<file path="src/rtl/txring_pkg.sv">
package txring_pkg;
  localparam int ADDR_W           = 64;
  localparam int DATA_W           = 32;
  localparam int RADDR_W          = 3;
  localparam int IDX_W            = 16;
  localparam int LEN_W            = 20;
  localparam int DESC_SHIFT       = 4;
  localparam int LEN_QUANTUM_LOG2 = 7;
  localparam int MAX_DESC         = 65536 - 8;
  localparam logic [DATA_W-1:0] MAX_LEN_BYTES = DATA_W'(MAX_DESC) << DESC_SHIFT;

  localparam logic [RADDR_W-1:0] OFS_BASE_LO = 3'd0;
  localparam logic [RADDR_W-1:0] OFS_BASE_HI = 3'd1;
  localparam logic [RADDR_W-1:0] OFS_LENGTH  = 3'd2;
  localparam logic [RADDR_W-1:0] OFS_HEAD    = 3'd3;
  localparam logic [RADDR_W-1:0] OFS_TAIL    = 3'd4;
  localparam logic [RADDR_W-1:0] OFS_CTRL    = 3'd5;

  typedef enum logic [1:0] {
    ENG_IDLE  = 2'd0,
    ENG_FETCH = 2'd1,
    ENG_BUSY  = 2'd2,
    ENG_WB    = 2'd3
  } eng_state_e;

  // A ring length is usable when nonzero, 128-byte granular and in range.
  function automatic logic len_ok(input logic [DATA_W-1:0] bytes);
    return (bytes != '0) &&
           (bytes[LEN_QUANTUM_LOG2-1:0] == '0) &&
           (bytes <= MAX_LEN_BYTES);
  endfunction

  // Index following idx, folded back to zero at the end of the ring.
  function automatic logic [IDX_W-1:0] next_idx(input logic [IDX_W-1:0] idx,
                                                 input logic [LEN_W-1:0] bytes);
    logic [LEN_W:0] end_off;
    end_off = (LEN_W+1)'(idx);
    end_off = (end_off + (LEN_W+1)'(1)) << DESC_SHIFT;
    if (end_off >= {1'b0, bytes}) return '0;
    return idx + IDX_W'(1);
  endfunction

  // Byte address of the descriptor slot at idx.
  function automatic logic [ADDR_W-1:0] slot_addr(input logic [ADDR_W-1:0] base,
                                                  input logic [IDX_W-1:0] idx);
    return base + (ADDR_W'(idx) << DESC_SHIFT);
  endfunction
endpackage

</file>
<file path="src/rtl/txring_regs.sv">
module txring_regs
  import txring_pkg::*;
(
  input  logic               clk,
  input  logic               rst_n,
  input  logic               we_i,
  input  logic [RADDR_W-1:0] addr_i,
  input  logic [DATA_W-1:0]  wdata_i,
  input  logic               eng_idle_i,
  input  logic [IDX_W-1:0]   head_i,
  output logic [DATA_W-1:0]  rdata_o,
  output logic [ADDR_W-1:0]  base_o,
  output logic [LEN_W-1:0]   len_o,
  output logic [IDX_W-1:0]   tail_o,
  output logic               en_o,
  output logic               wb_en_o,
  output logic               len_err_o,
  output logic               head_ld_o,
  output logic [IDX_W-1:0]   head_ld_val_o
);
  localparam int BASE_KEEP = ADDR_W - DESC_SHIFT;

  logic [BASE_KEEP-1:0] base_q;
  logic [LEN_W-1:0]     len_q;
  logic [IDX_W-1:0]     tail_q;
  logic                 en_q;
  logic                 wb_en_q;
  logic                 err_q;
  logic                 geom_locked;
  logic                 wr_base_lo, wr_base_hi, wr_len, wr_tail, wr_ctrl;
  logic                 len_valid_now;

  assign geom_locked   = en_q || !eng_idle_i;
  assign wr_base_lo    = we_i && (addr_i == OFS_BASE_LO) && !geom_locked;
  assign wr_base_hi    = we_i && (addr_i == OFS_BASE_HI) && !geom_locked;
  assign wr_len        = we_i && (addr_i == OFS_LENGTH)  && !geom_locked;
  assign wr_tail       = we_i && (addr_i == OFS_TAIL);
  assign wr_ctrl       = we_i && (addr_i == OFS_CTRL);
  assign len_valid_now = len_ok(DATA_W'(len_q)) && !err_q;

  assign head_ld_o     = we_i && (addr_i == OFS_HEAD) && !geom_locked;
  assign head_ld_val_o = wdata_i[IDX_W-1:0];

  always_ff @(posedge clk) begin
    if (!rst_n) begin
      base_q  <= '0;
      len_q   <= '0;
      tail_q  <= '0;
      en_q    <= 1'b0;
      wb_en_q <= 1'b0;
      err_q   <= 1'b0;
    end else begin
      if (wr_base_lo) base_q[DATA_W-DESC_SHIFT-1:0] <= wdata_i[DATA_W-1:DESC_SHIFT];
      if (wr_base_hi) base_q[BASE_KEEP-1:DATA_W-DESC_SHIFT] <= wdata_i;
      if (wr_len) begin
        if (len_ok(wdata_i)) begin
          len_q <= wdata_i[LEN_W-1:0];
          err_q <= 1'b0;
        end else begin
          err_q <= 1'b1;
        end
      end
      if (wr_tail) tail_q <= wdata_i[IDX_W-1:0];
      if (wr_ctrl) begin
        en_q <= wdata_i[0] && len_valid_now;
        if (eng_idle_i) wb_en_q <= wdata_i[1];
      end
    end
  end

  assign base_o    = {base_q, {DESC_SHIFT{1'b0}}};
  assign len_o     = len_q;
  assign tail_o    = tail_q;
  assign en_o      = en_q;
  assign wb_en_o   = wb_en_q;
  assign len_err_o = err_q;

  always_comb begin
    rdata_o = '0;
    case (addr_i)
      OFS_BASE_LO: rdata_o = base_o[DATA_W-1:0];
      OFS_BASE_HI: rdata_o = base_o[ADDR_W-1:DATA_W];
      OFS_LENGTH:  rdata_o = DATA_W'(len_q);
      OFS_HEAD:    rdata_o = DATA_W'(head_i);
      OFS_TAIL:    rdata_o = DATA_W'(tail_q);
      OFS_CTRL:    rdata_o = DATA_W'({err_q, wb_en_q, en_q});
      default:     rdata_o = '0;
    endcase
  end

  // an enabled ring always carries a usable length
  assert_en_needs_len_R4: assert property (@(posedge clk) disable iff (!rst_n)
    en_q |-> len_ok(DATA_W'(len_q)));
  // geometry frozen while enabled
  assert_len_frozen_R4: assert property (@(posedge clk) disable iff (!rst_n)
    en_q |=> $stable(len_q) && $stable(base_q));
  // tail write visible on the next cycle
  assert_tail_next_R9: assert property (@(posedge clk) disable iff (!rst_n)
    (we_i && addr_i == OFS_TAIL) |=> tail_q == $past(wdata_i[IDX_W-1:0]));
  // a refused length leaves the stored value untouched
  assert_bad_len_kept_R3: assert property (@(posedge clk) disable iff (!rst_n)
    (wr_len && !len_ok(wdata_i)) |=> err_q && $stable(len_q));
endmodule

</file>
<file path="src/rtl/txring_engine.sv">
module txring_engine
  import txring_pkg::*;
(
  input  logic              clk,
  input  logic              rst_n,
  input  logic              en_i,
  input  logic              wb_en_i,
  input  logic [ADDR_W-1:0] base_i,
  input  logic [LEN_W-1:0]  len_i,
  input  logic [IDX_W-1:0]  tail_i,
  input  logic              head_ld_i,
  input  logic [IDX_W-1:0]  head_ld_val_i,
  input  logic              dma_ack_i,
  input  logic              dma_done_i,
  input  logic              wb_ack_i,
  output logic              dma_req_o,
  output logic [ADDR_W-1:0] dma_addr_o,
  output logic              wb_req_o,
  output logic [ADDR_W-1:0] wb_addr_o,
  output logic [IDX_W-1:0]  head_o,
  output logic              empty_o,
  output logic              idle_o
);
  eng_state_e         state_q;
  logic [IDX_W-1:0]   head_q;
  logic               start_ev;
  logic               adv_ev;
  logic [ADDR_W-1:0]  cur_addr;

  assign empty_o  = (head_q == tail_i);
  assign start_ev = (state_q == ENG_IDLE) && en_i && !empty_o;
  assign adv_ev   = ((state_q == ENG_BUSY) && dma_done_i && !wb_en_i) ||
                    ((state_q == ENG_WB) && wb_ack_i);
  assign cur_addr = slot_addr(base_i, head_q);

  always_ff @(posedge clk) begin
    if (!rst_n) begin
      state_q <= ENG_IDLE;
      head_q  <= '0;
    end else begin
      case (state_q)
        ENG_IDLE:  if (start_ev)   state_q <= ENG_FETCH;
        ENG_FETCH: if (dma_ack_i)  state_q <= ENG_BUSY;
        ENG_BUSY:  if (dma_done_i) state_q <= wb_en_i ? ENG_WB : ENG_IDLE;
        ENG_WB:    if (wb_ack_i)   state_q <= ENG_IDLE;
        default:                   state_q <= ENG_IDLE;
      endcase
      if (head_ld_i)   head_q <= head_ld_val_i;
      else if (adv_ev) head_q <= next_idx(head_q, len_i);
    end
  end

  assign dma_req_o  = (state_q == ENG_FETCH);
  assign dma_addr_o = cur_addr;
  assign wb_req_o   = (state_q == ENG_WB);
  assign wb_addr_o  = cur_addr;
  assign head_o     = head_q;
  assign idle_o     = (state_q == ENG_IDLE);

  // a fetch only starts from a non-empty, enabled ring
  assert_fetch_gate_R6: assert property (@(posedge clk) disable iff (!rst_n)
    $rose(dma_req_o) |-> $past(en_i && (head_q != tail_i)));
  // a disabled idle engine stays idle
  assert_off_quiet_R6: assert property (@(posedge clk) disable iff (!rst_n)
    (!en_i && state_q == ENG_IDLE) |=> !dma_req_o);
  // request and address held until accepted
  assert_req_hold_R5: assert property (@(posedge clk) disable iff (!rst_n)
    (dma_req_o && !dma_ack_i) |=> dma_req_o && $stable(dma_addr_o));
  // head moves only on a completion step or a software load
  assert_head_hold_R7: assert property (@(posedge clk) disable iff (!rst_n)
    (!head_ld_i && !adv_ev) |=> $stable(head_q));
  // with write-back on, head steps only on the write-back acknowledge
  assert_wb_first_R7: assert property (@(posedge clk) disable iff (!rst_n)
    (adv_ev && wb_en_i) |-> (wb_req_o && wb_ack_i));
  // write-back only requested when enabled
  assert_wb_gate_R7: assert property (@(posedge clk) disable iff (!rst_n)
    wb_req_o |-> wb_en_i);
  // stepping off the last slot lands on zero
  assert_wrap_R8: assert property (@(posedge clk) disable iff (!rst_n)
    (adv_ev && !head_ld_i && ((32'(head_q) + 32'd1) * 32'd16 == 32'(len_i)))
      |=> head_q == '0);
endmodule

</file>
<file path="src/rtl/txring_ptr_mgr.sv">
module txring_ptr_mgr
  import txring_pkg::*;
(
  input  logic               clk,
  input  logic               rst_n,
  input  logic               reg_we,
  input  logic [RADDR_W-1:0] reg_addr,
  input  logic [DATA_W-1:0]  reg_wdata,
  output logic [DATA_W-1:0]  reg_rdata,
  output logic               dma_req,
  output logic [ADDR_W-1:0]  dma_addr,
  input  logic               dma_ack,
  input  logic               dma_done,
  output logic               wb_req,
  output logic [ADDR_W-1:0]  wb_addr,
  input  logic               wb_ack,
  output logic               ring_empty,
  output logic               len_err
);
  logic [ADDR_W-1:0] base_w;
  logic [LEN_W-1:0]  len_w;
  logic [IDX_W-1:0]  tail_w;
  logic [IDX_W-1:0]  head_w;
  logic [IDX_W-1:0]  head_ld_val_w;
  logic              en_w, wb_en_w, head_ld_w, idle_w;

  txring_regs u_regs (
    .clk          (clk),
    .rst_n        (rst_n),
    .we_i         (reg_we),
    .addr_i       (reg_addr),
    .wdata_i      (reg_wdata),
    .eng_idle_i   (idle_w),
    .head_i       (head_w),
    .rdata_o      (reg_rdata),
    .base_o       (base_w),
    .len_o        (len_w),
    .tail_o       (tail_w),
    .en_o         (en_w),
    .wb_en_o      (wb_en_w),
    .len_err_o    (len_err),
    .head_ld_o    (head_ld_w),
    .head_ld_val_o(head_ld_val_w)
  );

  txring_engine u_engine (
    .clk          (clk),
    .rst_n        (rst_n),
    .en_i         (en_w),
    .wb_en_i      (wb_en_w),
    .base_i       (base_w),
    .len_i        (len_w),
    .tail_i       (tail_w),
    .head_ld_i    (head_ld_w),
    .head_ld_val_i(head_ld_val_w),
    .dma_ack_i    (dma_ack),
    .dma_done_i   (dma_done),
    .wb_ack_i     (wb_ack),
    .dma_req_o    (dma_req),
    .dma_addr_o   (dma_addr),
    .wb_req_o     (wb_req),
    .wb_addr_o    (wb_addr),
    .head_o       (head_w),
    .empty_o      (ring_empty),
    .idle_o       (idle_w)
  );
endmodule

</file>
<file path="config.mk">
export PLATFORM = sky130hd
export DESIGN_NAME = txring_ptr_mgr
export DESIGN_NICKNAME = d
export VERILOG_FILES = /design/src/rtl/txring_pkg.sv /design/src/rtl/txring_regs.sv /design/src/rtl/txring_engine.sv /design/src/rtl/txring_ptr_mgr.sv
export SDC_FILE = /design/constraint.sdc
export NUM_CORES = 1
export LEC_CHECK = 0
export ABC_AREA = 1
export BUFFER_PORTS_ARGS = -buffer_cell sky130_fd_sc_hd__buf_2
export CORE_UTILIZATION = 51
export DETAILED_ROUTE_END_ITERATION = 16
export GPL_TIMING_DRIVEN = 0
export PLACE_DENSITY = 0.82
export RECOVER_POWER = 100
export SKIP_LAST_GASP = 1
export SLEW_MARGIN = 20
export SYNTH_ARGS = -nofsm -noshare
export SYNTH_HDL_FRONTEND = slang
export SYNTH_SLANG_ARGS = --single-unit
</file>
<file path="constraint.sdc">
create_clock -name clk -period 2.6 [get_ports clk]
set_input_delay 0.52 -clock clk [delete_from_list [all_inputs] [get_ports clk]]
set_output_delay 0.52 -clock clk [all_outputs]
set_load 0.1 [all_outputs]
</file>
==> summary.txt, run 1 <==
Status
  • Outcome: stopped before the end
  • Stop stage: 5_1_grt
  • First error: [ERROR GRT-0116] Global routing finished with congestion. Check the congestion regions in the DRC Viewer.

Clocking
  • TritonCTS Buffers: 17
  • Post-CTS Hold Fix Bufs: 0
  • CTS Root Cell: clkbuf_16
  • H-tree Lvls: 4
  • Clock Sinks: 117
  • Max clock buf depth: 2

Synth
  • Top-count cell post-synth: nand2_1
  • Post-synthesis register bit count: 117
  • Synth Instances: 1515
  • Distinct cells, synth: 42
  • Cell taking the most area after synthesis: dfxtp_1
  • Top cells by area, synth: dfxtp_1 (25%), nand2_1 (13%), inv_1 (7.7%)
  • EDFF count, synth: 0
  • Sequential area share after synthesis: 0.2516
  • Mapped Area: 9309 sq um
  • Main synth FF type: dfxtp_1
  • Yosys warns: 0
  • Asr flop ratio synth: 0
  • Share of the synthesized area in the top cell type: 0.2516
  • Average cell area after synthesis: 6.145 sq um
  • Synth cell count leaders: nand2_1 (314), inv_1 (192), nor2_1 (180)

Floorplanning
  • Num ports: between 200 and 250
  • Core Rows: 49
  • Initial Util: 0.5200
  • Horiz. Die Dim: 137.1 microns
  • Die Y: 137.1 microns

Global routing
  • Global-route usage over all layers: 0.7333
  • Largest net degree at the start of global routing: 17
  • First-pass GRT wire length: 100900 microns
  • Total global routing overflow: 17
  • Vias in the first global route: 15689

Place
  • DPL Wire Length: 32210 microns
  • Dpl cell area: 13010 sq um
  • Buffers on Ports: 195
  • Final Wtd Congestion: 1.052
  • Dpl ws: -863.7 ps
-- kinds of logic after synthesis --
logic type,Yosys count,share of synthesized area
AOI/OAI and AO/OA,303,0.1776
xor gates and xnor gates,45,0.04234
and+or+nand+nor,700,0.3238
other,1,0.0004028
buffers and inverters,315,0.1578
adders and majority gates,34,0.04651
DFF,117,0.2516
-- timing repair --
action	4_1_cts
endpoints found under the setup margin	163
setup buffers	75
pin swaps	54
resized for setup	633
-- per-stage QoR --
stage | setup TNS, ps | instances | util
after CTS | -44490 | 2047 | 0.9203
after global placement | -54120 | 1946 | 0.7267
after floorplan | -21340 | 1522 | -
after detailed placement | -57720 | 1946 | 0.7267
-- routing by layer --
metal  overflow  track usage
met1          1       0.7351
met2         10       0.9001
met3          0       0.5941
met4          6       0.6832
met5          0       0.3333
==> run 2: changes to the inputs <==
--- a/config.mk
+++ b/config.mk
@@ -7,10 +7,10 @@
 export LEC_CHECK = 0
 export ABC_AREA = 1
 export BUFFER_PORTS_ARGS = -buffer_cell sky130_fd_sc_hd__buf_2
-export CORE_UTILIZATION = 51
+export CORE_UTILIZATION = 40
 export DETAILED_ROUTE_END_ITERATION = 16
 export GPL_TIMING_DRIVEN = 0
-export PLACE_DENSITY = 0.82
+export PLACE_DENSITY_LB_ADDON = 0.15
 export RECOVER_POWER = 100
 export SKIP_LAST_GASP = 1
 export SLEW_MARGIN = 20
==> constraint.sdc (replaced) <==
create_clock -name clk -period 3.4 [get_ports clk]
set_input_delay 0.68 -clock clk [delete_from_list [all_inputs] [get_ports clk]]
set_output_delay 0.68 -clock clk [all_outputs]
set_load 0.1 [all_outputs]
==> run 2 against run 1 <==
The flow now finishes, with violations (negative setup slack). Area after synthesis unchanged. Synthesized cell count unchanged.
==> summary.txt, run 2 <==
Floorplanning
  • Initial Util: 0.4099
  • Die area: 23890 sq um
  • Core Rows: 55
  • Area of the core: 22710 sq um
  • Num ports: 205
  • Die Y: 154.6 microns
  • Horiz. Die Dim: approximately 150 microns

Finish
  • Cell area after layout: around 13000 sq um
  • Fill cells: 2176
  • Layout cells sized above 1: 0.3072
  • Reg with most FFs: u_regs.base_q
  • Most common cell after layout, fill and taps aside: nand2_1
  • Nets: 1838
  • Commonest cells after routing, fill and taps aside: nand2_1 (270), inv_1 (192), nor2_1 (167), a21oi_1 (117), buf_4 (117)
  • Antenna diodes: 0
  • Layout area overhead: 43.82%
  • Number of flip-flops in the largest register: 60
  • Post-layout util: 0.5895

Routing
  • DR vias: 11493
  • Drt total wl: 42720 microns
  • DRT iter0 DRCs: 1044
  • Antenna-violating nets left: 0
  • Routed WL per cell: 20.75 microns
  • Pre-antenna DRT Iters: 5
  • Detailed-route DRC error count: 0
  • Via density: 5.582

STA
  • PnR worst setup slack: -21.60 ps
  • Final setup TNS: -48.92 ps
  • Tmin final: 3422 ps
  • Clock Skews: 8.289 ps
  • Final period util: 1.006
  • Slew Limit Headroom: 0.2284
  • Slew Viols, Final: 0
  • Fin. Hold Viols: 0
  • Worst Tran Pin Value: 1162 ps
  • RSZ-0062 raised after global routing: yes
  • # setup viols final: 3
  • Fmax: 0.2923 GHz

Global routing
  • Global-route usage over all layers: 0.3503
  • Largest net degree at the start of global routing: 17
  • Vias in the first global route: 10474
  • Initial antenna violation count: 0
  • Total global routing overflow: 0
  • First-pass GRT wire length: 62400 microns

Worst setup path
  • CP max stage delay: 430 ps
  • Crit path kind: flop to output pin
  • CP Max Fanout: 6
  • Worst path slowest cell: dfxtp_4
  • Endpoint class of the critical path: output pin
  • WP data required: about 2700 ps
  • Worst EP arrival: 2740 ps
  • Critical path's most frequent cell: nand2_2
  • Worst-path cell chain: inv_2, fa_2, inv_2, nand3_2, nand2_2, nand2_2, nand2_4, nand2_4, nand2_4, nand2_2, o21ai_4, buf_12, nand2_2, nand2_2, nand2_4, buf_8, buf_12
  • CP Launch Type: flop

Clocking
  • TritonCTS clock tree: yes
  • Later-pin clock latency in the skew report: 430 ps
  • H-tree Lvls: 4
  • TritonCTS Buffers: 17
  • Post-CTS Hold Fix Bufs: 0
  • Clock Sinks: between 100 and 150
  • Clk slew on worst S/H paths: 60 ps
  • CTS Root Cell: clkbuf_16
  • Max clock buf depth: 2

Synth
  • Average cell area after synthesis: 6.145 sq um
  • Top-count cell post-synth: nand2_1
  • Post-synthesis register bit count: 117
  • Mapped Area: approximately 9300 sq um
  • Main synth FF type: dfxtp_1
  • Synth Instances: 1515
  • Sequential area share after synthesis: 0.2516
  • Distinct cells, synth: 42
  • Yosys warns: 0
  • Share of the synthesized area in the top cell type: 0.2516
  • Synth cell count leaders: nand2_1 (314), inv_1 (192), nor2_1 (180)
  • Asr flop ratio synth: 0
  • EDFF count, synth: 0
  • Top cells by area, synth: dfxtp_1 (25%), nand2_1 (13%), inv_1 (7.7%)
  • Cell taking the most area after synthesis: dfxtp_1

Status
  • Failing checks: negative setup slack
  • Outcome: complete, but fails checks

Worst hold path
  • Hold Path Class: flop to flop

Job
  • Max Cap Violations: 0

Place
  • DPL Wire Length: 33930 microns
  • Buffers on Ports: 195
  • Dpl ws: -759.7 ps
  • Dpl cell area: 11310 sq um
  • Final Wtd Congestion: 1.005

Power and ir drop
  • Power per Cell Area: between 300 and 400 nW/um^2
  • Power Total: just under 0.005 W
  • VDD IR max: 0.3072 mV
  • Pleak: 6.124 nW
==> run 2: cell counts after synthesis <==
No cell type changed its count.
==> run 2: routing by layer <==
layer,vias to the layer above,routed length (microns),track usage
met1,5306,16960,0.4423
met2,661,19600,0.5747
met4,0,2313,0.1768
li1,5400,-,-
met5,-,0,0
met3,126,3851,0.06024
==> run 2: path summary, 6_finish.rpt <==
kind                                                   endpoint                       startpoint  cells after the start  slack [ps]
worst min-delay path               u_regs.len_o[2]$_SDFFE_PN0P_     u_regs.len_o[2]$_SDFFE_PN0P_                      2         480
worst max register to register  u_engine.head_o[6]$_SDFFE_PN0P_  u_engine.head_o[0]$_SDFFE_PN0P_                     20         250
worst max-delay path                                wb_addr[62]  u_engine.head_o[1]$_SDFFE_PN0P_                     17         -20
worst min register to register     u_regs.len_o[2]$_SDFFE_PN0P_     u_regs.len_o[2]$_SDFFE_PN0P_                      2         480
==> run 2: worst max-delay path, delay by kind of cell, from the launching register on <==
| kind | cells | cell delay [ps] |
|---|---|---|
| flops | 1 | 430 |
| fa+ha+maj | 1 | 410 |
| simple gates | 10 | 760 |
| compound gates | 1 | 80 |
| buf+inv | 5 | 610 |
==> run 2: power breakdown <==
part	internal (W)	total [W]	switching, W
Clock	0.00131	0.00199	0.000681
Combinational	0.000344	0.00145	0.00111
Sequential	0.00141	0.00151	0.0000924
==> run 2: metrics by stage <==
stage | hold WS, ps | std cells
detailed placement | 476.6 | 2002
finish | 483.5 | 2059
global placement | 466.0 | 2002
floorplan | 437.1 | 1522
CTS | 485.5 | 2044
global route | 502.3 | 2059
==> run 2: area by class of cell <==
cell class	count	area, sq um	area share
Clock buffer	18	439.2	0.03280
Multi-Input combinational cell	1090	6783	0.5066
Clock inverter	12	202.7	0.01514
Timing Repair Buffer	224	1704	0.1273
Buffer	113	744.5	0.05561
Sequential cell	117	2406	0.1797
Tap cell	285	356.6	0.02664
Inverter	200	752.0	0.05617
==> run 2: timing repair <==
action,4_1_cts,5_1_grt
endpoints found under the setup margin,134,125
hold endpoints to repair,0,0
resized for setup,265,111
buffers inserted,14,15
pin swaps,9,21
==> run 2: kinds of logic (layout without fill, tap and decap cells) <==
family / count (synthesis) / after routing / synth area share
fa+ha+maj: 34 / 34 / 0.04651
compound gates: 303 / 303 / 0.1776
buf+inv: 315 / 567 / 0.1578
flops: 117 / 117 / 0.2516
xor+xnor: 45 / 45 / 0.04234
other cells: 1 / 8 / 0.0004028
simple gates: 700 / 700 / 0.3238
(Power assumes the default switching activity.)
==> run 3: changes to the inputs <==
--- a/config.mk
+++ b/config.mk
@@ -7,6 +7,7 @@
 export LEC_CHECK = 0
 export ABC_AREA = 1
 export BUFFER_PORTS_ARGS = -buffer_cell sky130_fd_sc_hd__buf_2
+export CORE_MARGIN = 2
 export CORE_UTILIZATION = 40
 export DETAILED_ROUTE_END_ITERATION = 16
 export GPL_TIMING_DRIVEN = 0
==> constraint.sdc (replaced) <==
create_clock -name clk -period 3.4 [get_ports clk]
set_input_delay 0.34 -clock clk [delete_from_list [all_inputs] [get_ports clk]]
set_output_delay 0.34 -clock clk [all_outputs]
set_load 0.1 [all_outputs]
==> run 3 against run 2 <==
The run now ends clean. Sequential cell count unchanged. Final cell count is 1.1% lower. Power decreased by 3.6%. Register-to-register slack better by 80 ps. Cell area shrank 11%. Core utilization fell by 6.7 points.
==> summary.txt, run 3 (synthesis gave the netlist of run 2 again) <==
STA
  • # setup viols final: 0
  • Slew Limit Headroom: 0.2213
  • Fmax: roughly 0.30 GHz
  • Slew Viols, Final: 0
  • Clock Skews: between 10 and 15 ps
  • Worst Tran Pin Value: ~1200 ps
  • PnR worst setup slack: 70.83 ps
  • Tmin final: 3329 ps
  • RSZ-0062 raised after global routing: yes
  • Final period util: 0.9792
  • Fin. Hold Viols: 0

Power and ir drop
  • Combinational share of power: 0.286
  • Cell internal pwr: 0.002868 W
  • Clock share of power: 0.401
  • Switching Power: 0.001910 W
  • Switching share of power: 0.3998
  • Power per Cell Area: 402.6 nW/um^2
  • VDD IR max: about 0.33 mV
  • Reg power frac: 0.313
  • Pleak: 5.684 nW

Finish
  • Layout area overhead: 27.51%
  • Nets: 1813
  • Number of flip-flops in the largest register: 60
  • Fill cells: around 2400
  • Layout cells sized above 1: 0.2119
  • Post-layout util: 0.5227
  • Reg with most FFs: u_regs.base_q
  • Commonest cells after routing, fill and taps aside: nand2_1 (305), inv_1 (194), nor2_1 (180), a21oi_1 (125), o21ai_0 (116)
  • Most common cell after layout, fill and taps aside: nand2_1
  • Antenna diodes: 0

Place
  • Final Wtd Congestion: 0.9966
  • Dpl ws: -200.4 ps
  • DPL Wire Length: 32540 microns
  • Buffers on Ports: 195

Worst setup path
  • CP Max Fanout: 6
  • CP max stage delay: 600 ps
  • Endpoint class of the critical path: output pin
  • CP Launch Type: flop
  • Worst path slowest cell: dfxtp_1
  • Critical path's most frequent cell: nand2_1
  • WP data required: 3060 ps
  • Worst EP arrival: 2990 ps
  • Crit path kind: flop to output pin
  • Worst-path cell chain: ha_2, nand2_1, o21ai_1, a21oi_1, nand2_1, nand2_1, nand2_1, nand2_1, buf_4, buf_4

Global routing
  • First-pass GRT wire length: 59210 microns
  • Vias in the first global route: between 10000 and 15000
  • Global-route usage over all layers: 0.3229
  • Largest net degree at the start of global routing: 17
  • Initial antenna violation count: 0
  • Total global routing overflow: 0

Routing
  • Detailed-route DRC error count: 0
  • DRT iter0 DRCs: 1218
  • Drt total wl: 40320 microns
  • DR vias: 11302
  • Routed WL per cell: 19.80 microns
  • Antenna-violating nets left: 0
  • Via density: 5.551
  • Pre-antenna DRT Iters: 6

Clocking
  • Post-CTS Hold Fix Bufs: 0
  • Max clock buf depth: 2
  • TritonCTS Buffers: 17
  • CTS Root Cell: clkbuf_16
  • H-tree Lvls: 4
  • Clock Sinks: 117
  • Later-pin clock latency in the skew report: 440 ps
  • TritonCTS clock tree: yes
  • Clk slew on worst S/H paths: 60 ps

Floorplanning
  • Core Rows: 55
  • Horiz. Die Dim: between 150 and 200 microns
  • Area of the core: 22710 sq um
  • Die Y: 156.6 microns
  • Die area: 24510 sq um
  • Num ports: 205
  • Initial Util: 0.4099

Job
  • Max Cap Violations: 0

Worst hold path
  • Hold Path Class: input pin to flop

Status
  • Outcome: completed
run 3: changes by cell type in the layout (fill, tap and decap cells not counted), sizes merged:
cell      delta
clkbuf      +41
clkinvlp     +1
bufinv       -2
buf         -67
inv          +4
run 3: stage by stage:
stage / hold WS (ps) / power [W] / cells / setup TNS [ps] / area [sq um]
3_5_place_dp: 467.3 / 0.002848 / 2002 / -2721 / 10900
6_report: 165.8 / 0.004778 / 2036 / 0 / 11870
4_1_cts: 166.1 / 0.004763 / 2033 / -64.13 / 11810
2_1_floorplan: 437.1 / 0.002552 / 1522 / -684.5 / 9570
3_3_place_gp: 462.3 / 0.002844 / 2002 / -2338 / 10900
5_1_grt: 195.1 / 0.004895 / 2036 / -253.2 / 11870
run 3: layout make-up:
class,instances,area (sq um),share of cell area
plain buffers,114,703.2,0.05924
clock buffers,17,425.4,0.03584
clock inverters,15,193.9,0.01634
inverters,200,752.0,0.06335
multi-input cells,1090,5871,0.4946
flip-flops and latches,117,2361,0.1989
well taps,285,356.6,0.03004
repair buffers,198,1207,0.1017
run 3: critical path, delay by kind of cell (launching register included):
kind	cells	cell delay, ps
and+or+nand+nor	5	660
DFF	1	600
AOI/OAI and AO/OA	2	460
adders and majority gates	1	420
buffers and inverters	2	400
run 3: final timing paths:
| path | startpoint | to | slack (ps) | cells past startpoint |
|---|---|---|---|---|
| max | u_engine.head_o[15]$_SDFFE_PN0P_ | wb_addr[53] | 70 | 10 |
| min | reg_wdata[29] | u_regs.base_q[25]$_SDFFE_PN0P_ | 170 | 3 |
| min reg2reg | u_regs.len_o[2]$_SDFFE_PN0P_ | u_regs.len_o[2]$_SDFFE_PN0P_ | 470 | 2 |
| max reg2reg | u_engine.head_o[1]$_SDFFE_PN0P_ | u_engine.head_o[14]$_SDFFE_PN0P_ | 330 | 16 |
run 3: routing by layer:
layer  track usage  vias to the layer above  share of wire
met4        0.1485                        0          0.049
met2        0.5332                      699           0.46
met3       0.05428                      111           0.10
met1        0.4120                     5124           0.39
met5             0                        -              0
li1              -                     5368              -
run 3: timing repair:
item	in CTS	in global routing
endpoints found under the hold margin	0	0
endpoints found under the setup margin	88	109
buffers inserted	0	3
gates resized for setup	101	47
pin swaps	1	3
run 3: power groups by stage:
stage	Combinational [W]	Clock, W	Sequential (W)
after floorplan	0.00106	0	0.00149
after global placement	0.00132	0	0.00152
after detailed placement	0.00133	0	0.00152
after CTS	0.00135	0.00192	0.00149
after global routing	0.00142	0.00197	0.00150
final	0.00136	0.00192	0.00150
